File: src/rtl/crc_barrett_pkg.sv
package crc_barrett_pkg;

    localparam int unsigned CRC_W = 32;

    // chunk size codes on size_i
    localparam logic [1:0] SZ_BYTE = 2'b00;
    localparam logic [1:0] SZ_HALF = 2'b01;
    localparam logic [1:0] SZ_WORD = 2'b10;

    // low bits of the generators (leading x^32 term implied)
    localparam logic [CRC_W-1:0] GEN_STD  = 32'h04C1_1DB7;
    localparam logic [CRC_W-1:0] GEN_CAST = 32'h1EDC_6F41;

    // bit-reversed Barrett constants, floor(x^64 / G) without its top bit
    localparam logic [CRC_W-1:0] MU_REV_STD  = 32'hF701_1641;
    localparam logic [CRC_W-1:0] MU_REV_CAST = 32'hDEA7_13F1;

endpackage

File: src/rtl/crc_bitrev.sv
module crc_bitrev #(
    parameter int unsigned W = 32
) (
    input  logic [W-1:0] in_i,
    output logic [W-1:0] out_o
);

    for (genvar i = 0; i < W; i++) begin : g_bit
        assign out_o[i] = in_i[W-1-i];
    end

endmodule

File: src/rtl/crc_clmul_lo.sv
// Low half of a W x W carry-less product.
module crc_clmul_lo #(
    parameter int unsigned W = 32
) (
    input  logic [W-1:0] a_i,
    input  logic [W-1:0] b_i,
    output logic [W-1:0] p_o
);

    logic [W-1:0] acc [W+1];

    assign acc[0] = '0;

    for (genvar i = 0; i < W; i++) begin : g_term
        assign acc[i+1] = acc[i] ^ (b_i[i] ? (a_i << i) : '0);
    end

    assign p_o = acc[W];

endmodule

File: src/rtl/crc_barrett_unit.sv
module crc_barrett_unit
    import crc_barrett_pkg::*;
(
    input  logic             clk_i,
    input  logic             rst_ni,
    input  logic             start_i,
    input  logic [CRC_W-1:0] src_i,
    input  logic             castagnoli_i,
    input  logic [1:0]       size_i,
    output logic [CRC_W-1:0] result_o,
    output logic             valid_o
);

    localparam int unsigned SHW = $clog2(CRC_W + 1);

    typedef struct packed {
        logic             busy;
        logic [CRC_W-1:0] src;
        logic [1:0]       size;
        logic             csel;
        logic [CRC_W-1:0] imd;
    } state_t;

    state_t st_d, st_q;

    logic [CRC_W-1:0] mul_a, mul_b, prod, prod_rev;
    logic [CRC_W-1:0] aligned, tail;
    logic [SHW-1:0]   n_in, n_q;

    function automatic logic [SHW-1:0] chunk_bits(input logic [1:0] sz);
        case (sz)
            SZ_BYTE: chunk_bits = SHW'(8);
            SZ_HALF: chunk_bits = SHW'(16);
            default: chunk_bits = SHW'(CRC_W);
        endcase
    endfunction

    crc_clmul_lo #(.W(CRC_W)) u_mul (
        .a_i (mul_a),
        .b_i (mul_b),
        .p_o (prod)
    );

    crc_bitrev #(.W(CRC_W)) u_rev (
        .in_i  (prod),
        .out_o (prod_rev)
    );

    always_comb begin
        st_d    = st_q;
        n_in    = chunk_bits(size_i);
        n_q     = chunk_bits(st_q.size);
        aligned = (n_in == SHW'(CRC_W)) ? src_i : (src_i << (SHW'(CRC_W) - n_in));
        tail    = (n_q == SHW'(CRC_W)) ? '0 : (st_q.src >> n_q);

        // pass 0 from the ports, pass 1 from the intermediate register
        if (st_q.busy) begin
            mul_a = st_q.imd;
            mul_b = st_q.csel ? GEN_CAST : GEN_STD;
        end else begin
            mul_a = aligned;
            mul_b = castagnoli_i ? MU_REV_CAST : MU_REV_STD;
        end

        if (st_q.busy) begin
            st_d.busy = 1'b0;
        end else if (start_i) begin
            st_d.busy = 1'b1;
            st_d.src  = src_i;
            st_d.size = size_i;
            st_d.csel = castagnoli_i;
            st_d.imd  = prod_rev;
        end

        valid_o  = st_q.busy;
        result_o = st_q.busy ? (prod_rev ^ tail) : '0;
    end

    always_ff @(posedge clk_i or negedge rst_ni) begin
        if (!rst_ni) begin
            st_q <= '0;
        end else begin
            st_q <= st_d;
        end
    end

endmodule

File: config.mk
export PLATFORM = sky130hd
export DESIGN_NAME = crc_barrett_unit
export DESIGN_NICKNAME = d
export VERILOG_FILES = /design/src/rtl/crc_barrett_pkg.sv /design/src/rtl/crc_bitrev.sv /design/src/rtl/crc_clmul_lo.sv /design/src/rtl/crc_barrett_unit.sv
export SDC_FILE = /design/constraint.sdc
export NUM_CORES = 1
export LEC_CHECK = 0
export ABC_AREA = 1
export BUFFER_PORTS_ARGS = -buffer_cell sky130_fd_sc_hd__buf_4
export CORE_MARGIN = 5
export CORE_UTILIZATION = 55
export CTS_CLUSTER_SIZE = 30
export DETAILED_ROUTE_END_ITERATION = 7
export PLACE_DENSITY = 0.76
export SLEW_MARGIN = 15
export SYNTH_ARGS = -nofsm -noshare
export SYNTH_HDL_FRONTEND = slang
export SYNTH_SLANG_ARGS = --single-unit
File: constraint.sdc
create_clock -name clk_i -period 2.63 [get_ports clk_i]
set_input_delay 0.263 -clock clk_i [delete_from_list [all_inputs] [get_ports clk_i]]
set_output_delay 0.263 -clock clk_i [all_outputs]
set_load 0.1 [all_outputs]
==> results of run 1 <==
[Yosys cell counts (2+ instances only)]
| cell | number |
|---|---|
| nand2_1 | 782 |
| nand3_1 | 218 |
| inv_1 | 216 |
| nor2_1 | 111 |
| xor2_1 | 89 |
| o21ai_0 | 86 |
| dfrtp_1 | 60 |
| xnor2_1 | 59 |
| nand2_2 | 46 |
| a21oi_1 | 39 |
| clkbuf_1 | 24 |
| nand4_1 | 20 |
| nand3b_1 | 19 |
| or2_1 | 18 |
| buf_2 | 16 |
| o21ai_1 | 16 |
| inv_2 | 14 |
| a31oi_1 | 12 |
| nand2_4 | 11 |
| nand3_2 | 11 |
| o22ai_1 | 8 |
| buf_4 | 7 |
| or2_2 | 6 |
| buf_6 | 5 |
| nand2b_1 | 5 |
| buf_1 | 4 |
| nor2_4 | 4 |
| inv_4 | 3 |
| o21bai_1 | 3 |
| clkinv_1 | 2 |
| nor3_1 | 2 |
| o211ai_1 | 2 |
| xnor2_2 | 2 |
[stage by stage]
stage                     cell area (µm²)  hold slack (ns)
after floorplan                     11000          -0.0326
after CTS                           16800           0.0604
after global placement              14400            0.419
after detailed placement            14400            0.427
[kinds of logic after synthesis]
kind of cell,count (synthesis)
compound gates,172
xor+xnor,151
fa+ha+maj,1
buf+inv,291
flops,60
simple gates,1255
[repair_timing]
action | 4_1_cts
gates cloned | 3
setup buffers | 45
pin swaps | 130
resized for setup | 441
endpoints found under the setup margin | 51
==> metrics.csv, run 1 <==
stage;metric;value;unit
place;dp_slack;-0.896;ns
place;portBuffers;70;
synth;synth_cells;1930;
synth;syn-cell-area;0.0105;mm²
place;dp_hpwl;41.4;mm
global_route;grt_max_degree;80;
place;place_congestion;1.21;
synth;seq_area_frac_synth;14.3;%
die;die_x;148;µm
synth;synth.mux.area_fraction;0;%
synth;async_reset_ff_share;100;%
clock_tree;cts_max_path_buffers;2;
synth;ys.flop_type;dfrtp_1;
synth;syn-num-nets;1969;
synth;ys_seq_elements;60;
run_status;stop_stage;5_1_grt;
synth;synth_compound_area_share;8.85;%
synth;yosysWarnings;0;
synth;synth_xor_area_share;12.9;%
synth;synth_area_per_cell;5.42;µm²
clock_tree;ctsHoldBuffers;0;
clock_tree;cts_buffers;9;
die;start_util;55.9;%
synth;synth.top_cell.area_share;28.1;%
synth;synth_cell_types;43;
synth;ys_top_cells_by_area;nand2_1 (28%), dfrtp_1 (14%), nand3_1 (10%), inv_1 (7.7%), xor2_1 (7.4%);
clock_tree;root_buffer;clkbuf_16;
die;io_pins;71;
run_status;outcome;stopped before the end;
synth;synth_top_family_by_area;simple AND/OR/NAND/NOR gates;
synth;yosys.area_share.simple;52.5;%
die;die_y;148;µm
run_status;error;[ERROR DPL-0038] Utilization greater than 100%, impossible to legalize;
synth;synth_edf_count;0;
clock_tree;cts.sinks;60;
synth;yosys.area.top_type;nand2_1;
place;dp.cells;2544;
die;row_count;50;
sta;endpoint_type;top-level output;
synth;synthAdderAreaFrac;0.120;%
sta;crit_endpoint;result_o[2];
clock_tree;h-tree-depth;3;
==> run 2, diff against run 1 <==
--- a/config.mk
+++ b/config.mk
@@ -8,10 +8,9 @@
 export ABC_AREA = 1
 export BUFFER_PORTS_ARGS = -buffer_cell sky130_fd_sc_hd__buf_4
 export CORE_MARGIN = 5
-export CORE_UTILIZATION = 55
-export CTS_CLUSTER_SIZE = 30
+export CORE_UTILIZATION = 40
 export DETAILED_ROUTE_END_ITERATION = 7
-export PLACE_DENSITY = 0.76
+export PLACE_DENSITY_LB_ADDON = 0.15
 export SLEW_MARGIN = 15
 export SYNTH_ARGS = -nofsm -noshare
 export SYNTH_HDL_FRONTEND = slang
==> constraint.sdc (replaced) <==
create_clock -name clk_i -period 3.4 [get_ports clk_i]
set_input_delay 0.34 -clock clk_i [delete_from_list [all_inputs] [get_ports clk_i]]
set_output_delay 0.34 -clock clk_i [all_outputs]
set_load 0.1 [all_outputs]
==> run 2 against run 1 <==
The flow now finishes, with violations (setup timing). Synthesized cell count unchanged. Area after synthesis unchanged.
==> metrics.csv, run 2 <==
stage;metric;value;unit;change
route;routed_wl;59.0;mm;
worst_setup_path;crit_family;buffers and inverters;;
sta;setup_viol;23;;
worst_setup_path;crit_buf_inv;8;;
synth;synth_edf_count;0;;unchanged
synth;synth.top_cell.area_share;28.1;%;unchanged
route;drt_iter0_markers;1422;;
die;die_y;172;µm;was 148 µm
sta;layout_setup_ws;-0.189;ns;
die;row_count;59;;was 50
final_layout;drive_gt1_share;39.8;%;
synth;ys_seq_elements;60;;unchanged
sta;period_share;106;%;
worst_setup_path;cp_slowest_cell;dfrtp_4;;
synth;seq_area_frac_synth;14.3;%;unchanged
global_route;grt_usage;38.5;%;
place;dp_hpwl;47.4;mm;was 41.4 mm
power_and_ir_drop;ir_worst_vdd;0.000756;V;
die;core_area;0.0259;mm²;
synth;synth_cell_types;43;;unchanged
sta;finalCriticalPeriod;3.59;ns;
clock_tree;clk_pin_slew_worst_paths;0.06;ns;
synth;synth_cells;1930;;unchanged
sta;skew;0.0119;ns;
sta;report.final.slew_viol_count;0;;
route;drc_errors;0;;
die;dieArea;0.0295;mm²;
worst_hold_path;hp-class;in2async;;
worst_setup_path;crit_arrival;3.25;ns;
worst_setup_path;timing.rr.start;valid_o;;
global_route;grt_pass1_vias;13300;;
power_and_ir_drop;powerDensity;837;mW/mm²;
synth;yosys.area.top_type;nand2_1;;unchanged
synth;async_reset_ff_share;100;%;unchanged
final_layout;finish.utilization;65.0;%;
final_layout;regMostFlops;st_q;;
synth;ys_top_cells_by_area;nand2_1 (28%), dfrtp_1 (14%), nand3_1 (10%), inv_1 (7.7%), xor2_1 (7.4%);;unchanged
final_layout;final_common_cell;nand2_1;;
final_layout;final_cell_mix;nand2_1 (616), buf_4 (363), inv_1 (196);;
die;start_util;40.4;%;was 55.9%
worst_setup_path;start_kind;flip-flop;;
run_status;violations;setup timing;;
worst_setup_path;worstPathRequired;3.06;ns;
run_status;outcome;finished, violations left;;was stopped before the end
run;drv_cap;0;;
global_route;grt_max_degree;80;;
clock_tree;cts.sinks;60;;unchanged
final_layout;areaGrowthSynthToFinish;61.1;%;
sta;worstMarginPinSlew;0.903;ns;
global_route;antenna_found_initial;0;;
sta;finalHoldViolations;0;;
synth;syn-cell-area;0.0105;mm²;unchanged
place;dp.cells;2592;;was 2544
worst_setup_path;critical_path.startpoint;valid_o;;
place;portBuffers;70;;unchanged
global_route;grt_pass1_wl;83.3;mm;
worst_setup_path;endpoint_kind;primary output;;
worst_setup_path;max_stage_delay;0.58;ns;
worst_setup_path;path_common_cell;buf_12;;
worst_setup_path;cp_max_fo;8;;
route;ant_nets;0;;
synth;ys.flop_type;dfrtp_1;;unchanged
final_layout;largest_reg_flops;59;;
die;io_pins;71;;unchanged
clock_tree;cts_max_path_buffers;2;;unchanged
clock_tree;cts_buffers;9;;unchanged
synth;synth_common_cells;nand2_1 (782), nand3_1 (218), inv_1 (216), nor2_1 (111), xor2_1 (89);;unchanged
route;viasPerCell;5.47;;
die;die_x;172;µm;was 148 µm
sta;fin_hold_ws;0.0843;ns;
sta;max_slew_margin;39.8;%;
route;wl_per_cell;22.2;µm;
clock_tree;insertion_delay;0.36;ns;
sta;grt_setup_unrepaired;true;;
route;vias;14600;;
synth;synth_area_per_cell;5.42;µm²;unchanged
final_layout;final_cells;2661;;
clock_tree;root_buffer;clkbuf_16;;unchanged
clock_tree;h-tree-depth;3;;unchanged
global_route;overflow;0;;
synth;yosysWarnings;0;;unchanged
synth;syn-num-nets;1969;;unchanged
route;dr.pass1.iters;6;;
power_and_ir_drop;p_total;14.1;mW;
synth;yosysMostFrequentCell;nand2_1;;unchanged
clock_tree;cts_tree;yes;;
worst_setup_path;path_cells;buf_8 -> nor2_4 -> inv_4 -> nand2_4 -> clkinvlp_4 -> buf_12 -> nand2_4 -> buf_6 -> buf_12 -> xnor2_2 -> nand3b_1 -> nand2_1 -> nand2_2 -> nand4_1 -> buf_4 -> a21oi_4 -> nor2_4 -> buf_12;;
place;dp_slack;-0.429;ns;was -0.896 ns
place;place_congestion;1.05;;was 1.21
power_and_ir_drop;leakagePower;8.96;nW;
final_layout;num-nets-final;2360;;
final_layout;diodes;0;;
worst_setup_path;critical_path_class;reg2out;;
sta;max_freq;0.279;GHz;
## run 2: cell counts after synthesis
Identical to the previous run, type by type.
## run 2: area by class of cell
type,instances,area (µm²)
Multi-Input combinational cell,1579,9810
Fill cell,2446,9060
Timing Repair Buffer,435,3870
Sequential cell,60,1510
Inverter,235,948
Tap cell,335,419
Clock buffer,10,239
Clock inverter,6,46.3
Timing Repair inverter,1,8.76
## run 2: through the flow
stage          setup TNS [ns]  instance area [µm²]
2_1_floorplan          -0.106                10700
3_3_place_gp            -7.16                13800
3_5_place_dp            -7.95                13800
4_1_cts                 -2.06                15200
5_1_grt                 -4.98                16900
6_report                -2.53                16900
## run 2: final timing paths
kind	slack [ns]	endpoint	cells past startpoint
hold reg to reg	0.49	st_q[56]	2
max in group asynchronous	2.60	valid_o	1
setup / recovery	-0.19	result_o[12]	18
setup reg to reg	0.23	st_q[19]	18
min in group clk_i	0.24	st_q[66]	3
hold / removal	0.08	st_q[30]	1
## run 2: logic make-up after synthesis
kind of cell	share of synthesized area, %
xor gates and xnor gates	12.9
adders and majority gates	0.120
AOI/OAI and AO/OA	8.85
DFF	14.3
and+or+nand+nor	52.5
buffers and inverters	11.3
## run 2: what timing repair did
| action | CTS | global route |
|---|---|---|
| gates cloned | 0 | 3 |
| gates resized for setup | 249 | 336 |
| hold buffers | 0 | 0 |
| pin swaps | 47 | 123 |
| endpoints found under the setup margin | 26 | 26 |
| buffers inserted | 22 | 31 |
## run 2: report_power, final
part / internal [mW] / switching (mW) / total, mW
registers: 0.937 / 0.344 / 1.28
clock network: 0.522 / 0.472 / 0.994
logic: 4.58 / 7.24 / 11.8
total: 6.04 / 8.06 / 14.1
## run 2: worst register-to-register path, delay by kind of cell (launching register included)
family	cells	cell delay, ns
buffers and inverters	6	0.81
xor gates and xnor gates	2	0.34
AOI/OAI and AO/OA	2	0.35
DFF	1	0.58
and+or+nand+nor	8	0.96
## run 2: metal layers
metal / share of wire [%] / up-vias / track usage [%]
li1: - / 6834 / -
met1: 38 / 6720 / 46.8
met2: 44 / 775 / 61.4
met3: 7.8 / 235 / 6.53
met4: 9.7 / 0 / 28.0
met5: 0 / - / 0
(Power assumes the default switching activity.)
==> run 3, diff against run 2 <==
--- a/config.mk
+++ b/config.mk
@@ -7,6 +7,7 @@
 export LEC_CHECK = 0
 export ABC_AREA = 1
 export BUFFER_PORTS_ARGS = -buffer_cell sky130_fd_sc_hd__buf_4
+export CORE_ASPECT_RATIO = 1.5
 export CORE_MARGIN = 5
 export CORE_UTILIZATION = 40
 export DETAILED_ROUTE_END_ITERATION = 7
==> run 3 against run 2 <==
Core utilization rose by 1.7 points. The flow still finishes with violations (setup timing). Sequential power rose by 3%. Clock-buffer cell count did not move. Flip-flop and latch count did not move. Power fell by 0.72%. Combinational power barely moved. Highest routed layer unchanged. Die area rose by 0.23%. Routed wire length rose by 2.7%. Critical path depth rose by 2. Maximum frequency rose by 1.5%.
==> metrics.csv, run 3 (synthesized netlist as in run 2, its figures left out) <==
stage;metric;value;unit;change
run_status;outcome;finished, violations left;;unchanged
run_status;violations;setup timing;;unchanged
sta;max_freq;0.283;GHz;was 0.279 GHz
worst_hold_path;hp-class;in2async;;unchanged
final_layout;drive_gt1_share;41.2;%;was 39.8%
final_layout;design_area;0.0172;mm²;was 0.0169 mm²
worst_setup_path;ff2ff_path_depth;16;;was 18
worst_setup_path;start_kind;flip-flop;;unchanged
sta;layout_setup_ws;-0.136;ns;was -0.189 ns
die;start_util;40.6;%;was 40.4%
clock_tree;cts.sinks;60;;unchanged
route;vias;14600;;unchanged
power_and_ir_drop;ir_worst_vdd;0.000663;V;was 0.000756 V
sta;finalCriticalPeriod;3.54;ns;was 3.59 ns
sta;period_share;104;%;was 106%
sta;report.final.slew_viol_count;0;;unchanged
clock_tree;insertion_delay;0.38;ns;was 0.36 ns
sta;finalHoldViolations;0;;unchanged
die;io_pins;71;;unchanged
route;wl_per_cell;22.8;µm;was 22.2 µm
final_layout;final_cells;2662;;was 2661
die;dieArea;0.0296;mm²;was 0.0295 mm²
place;post_dp_cell_area;0.0136;mm²;was 0.0138 mm²
power_and_ir_drop;p_total;14.0;mW;was 14.1 mW
sta;max_slew_margin;35.0;%;was 39.8%
worst_setup_path;crit_arrival;3.20;ns;was 3.25 ns
clock_tree;h-tree-depth;3;;unchanged
route;ant_nets;0;;unchanged
die;die_y;208;µm;was 172 µm
final_layout;final_common_cell;nand2_1;;unchanged
worst_setup_path;cp_slowest_cell;dfrtp_4;;unchanged
global_route;overflow;0;;unchanged
worst_setup_path;worstPathRequired;3.06;ns;about the same
run;drv_cap;0;;unchanged
clock_tree;cts_tree;yes;;unchanged
power_and_ir_drop;powerDensity;814;mW/mm²;was 837 mW/mm²
final_layout;num-nets-final;2363;;was 2360
route;drc_errors;0;;unchanged
worst_setup_path;critical_path_class;reg2out;;unchanged
worst_setup_path;path_common_cell;nand2_2;;was buf_12
worst_setup_path;r2r-end;st_q[12];;was st_q[19]
route;routed_wl;60.6;mm;was 59.0 mm
sta;worstMarginPinSlew;0.968;ns;was 0.903 ns
final_layout;largest_reg_flops;59;;unchanged
worst_setup_path;endpoint_kind;primary output;;unchanged
global_route;grt_usage;39.2;%;was 38.5%
route;drt_iter0_markers;1120;;was 1422
sta;grt_setup_unrepaired;true;;unchanged
place;dp.cells;2569;;was 2592
clock_tree;cts_buffers;9;;unchanged
worst_setup_path;max_stage_delay;0.59;ns;was 0.58 ns
power_and_ir_drop;leakagePower;9.09;nW;was 8.96 nW
worst_setup_path;critical_path.startpoint;valid_o;;unchanged
final_layout;regMostFlops;st_q;;unchanged
place;portBuffers;70;;unchanged
worst_setup_path;path_cells;buf_8 -> nand2_8 -> buf_12 -> buf_12 -> buf_4 -> nand2_2 -> xnor2_1 -> nand3_2 -> nand2_1 -> nand2_1 -> nand2_2 -> nand2_2 -> inv_1 -> nor2_2 -> nand2_2 -> nand2_2 -> nand2_2 -> nand2_2 -> nor2_4 -> buf_12;;was buf_8 -> nor2_4 -> inv_4 -> nand2_4 -> clkinvlp_4 -> buf_12 -> nand2_4 -> buf_6 -> buf_12 -> xnor2_2 -> nand3b_1 -> nand2_1 -> nand2_2 -> nand4_1 -> buf_4 -> a21oi_4 -> nor2_4 -> buf_12
sta;timing.setup.tns;-2.17;ns;was -2.53 ns
clock_tree;cts_max_path_buffers;2;;unchanged
global_route;grt_pass1_wl;84.8;mm;was 83.3 mm
worst_setup_path;timing.rr.start;valid_o;;unchanged
clock_tree;clk_pin_slew_worst_paths;0.07;ns;was 0.06 ns
place;dp_hpwl;48.3;mm;was 47.4 mm
global_route;antenna_found_initial;0;;unchanged
global_route;grt_max_degree;80;;unchanged
worst_setup_path;r2r_slack;0.44;ns;was 0.23 ns
final_layout;final_cell_mix;nand2_1 (607), buf_4 (350), inv_1 (202);;was nand2_1 (616), buf_4 (363), inv_1 (196)
route;viasPerCell;5.47;;about the same
die;die_x;142;µm;was 172 µm
route;dr.pass1.iters;6;;unchanged
worst_setup_path;cp_max_fo;8;;unchanged
place;place_congestion;1.12;;was 1.05
final_layout;areaGrowthSynthToFinish;64.3;%;was 61.1%
clock_tree;root_buffer;clkbuf_16;;unchanged
place;dp_slack;-0.480;ns;was -0.429 ns
global_route;grt_pass1_vias;13600;;was 13300
sta;skew;0.0174;ns;was 0.0119 ns
die;row_count;72;;was 59
sta;setup_viol;23;;unchanged
final_layout;diodes;0;;unchanged
die;core_area;0.0258;mm²;was 0.0259 mm²
## run 3: routing by layer
layer,vias to the layer above,GRT usage (%),wire [µm]
met1,6744,42.6,20900
met3,272,3.95,3530
met5,-,0,0
li1,6808,-,-
met4,0,36.6,7230
met2,740,65.3,28900
## run 3: worst max-delay path by stage
stage / cells after the start / end / slack [ns]
after floorplan: 15 / result_o[22] / -0.11
after global placement: 22 / result_o[13] / -0.47
after detailed placement: 22 / result_o[13] / -0.48
after CTS: 21 / result_o[5] / -0.09
after global routing: 20 / result_o[0] / -0.24
final: 20 / result_o[0] / -0.14
## run 3: layout make-up
class | count | area (µm²)
multi-input cells | 1579 | 9990
fillers | 2395 | 8570
repair buffers | 437 | 4020
flip-flops and latches | 60 | 1510
inverters | 235 | 958
well taps | 333 | 417
clock buffers | 10 | 239
clock inverters | 6 | 46.3
repair inverters | 2 | 16.3
## run 3: worst max-delay path, delay by kind of cell (launching register included)
kind	cells	cell delay [ns]
AND/OR/NAND/NOR	13	1.15
flip-flops	1	0.59
buffers and inverters	6	0.84
XOR/XNOR	1	0.22
## run 3: power breakdown
group / switching (mW) / internal (mW)
clock network: 0.448 / 0.521
logic: 7.18 / 4.53
registers: 0.386 / 0.936
## run 3: repair_timing
| item | in CTS | in global routing |
|---|---|---|
| gates resized for setup | 335 | 310 |
| cloned | 2 | 1 |
| hold buffers | 0 | 0 |
| endpoints found under the setup margin | 27 | 26 |
| pin swaps | 61 | 148 |
| buffers inserted | 32 | 43 |
## run 3: metrics by stage
stage	hold slack (ns)	util (%)
6_report	0.0875	66.7
4_1_cts	0.141	60.5
2_1_floorplan	0.0444	-
3_5_place_dp	0.474	52.9
3_3_place_gp	0.468	52.9
5_1_grt	0.154	66.7
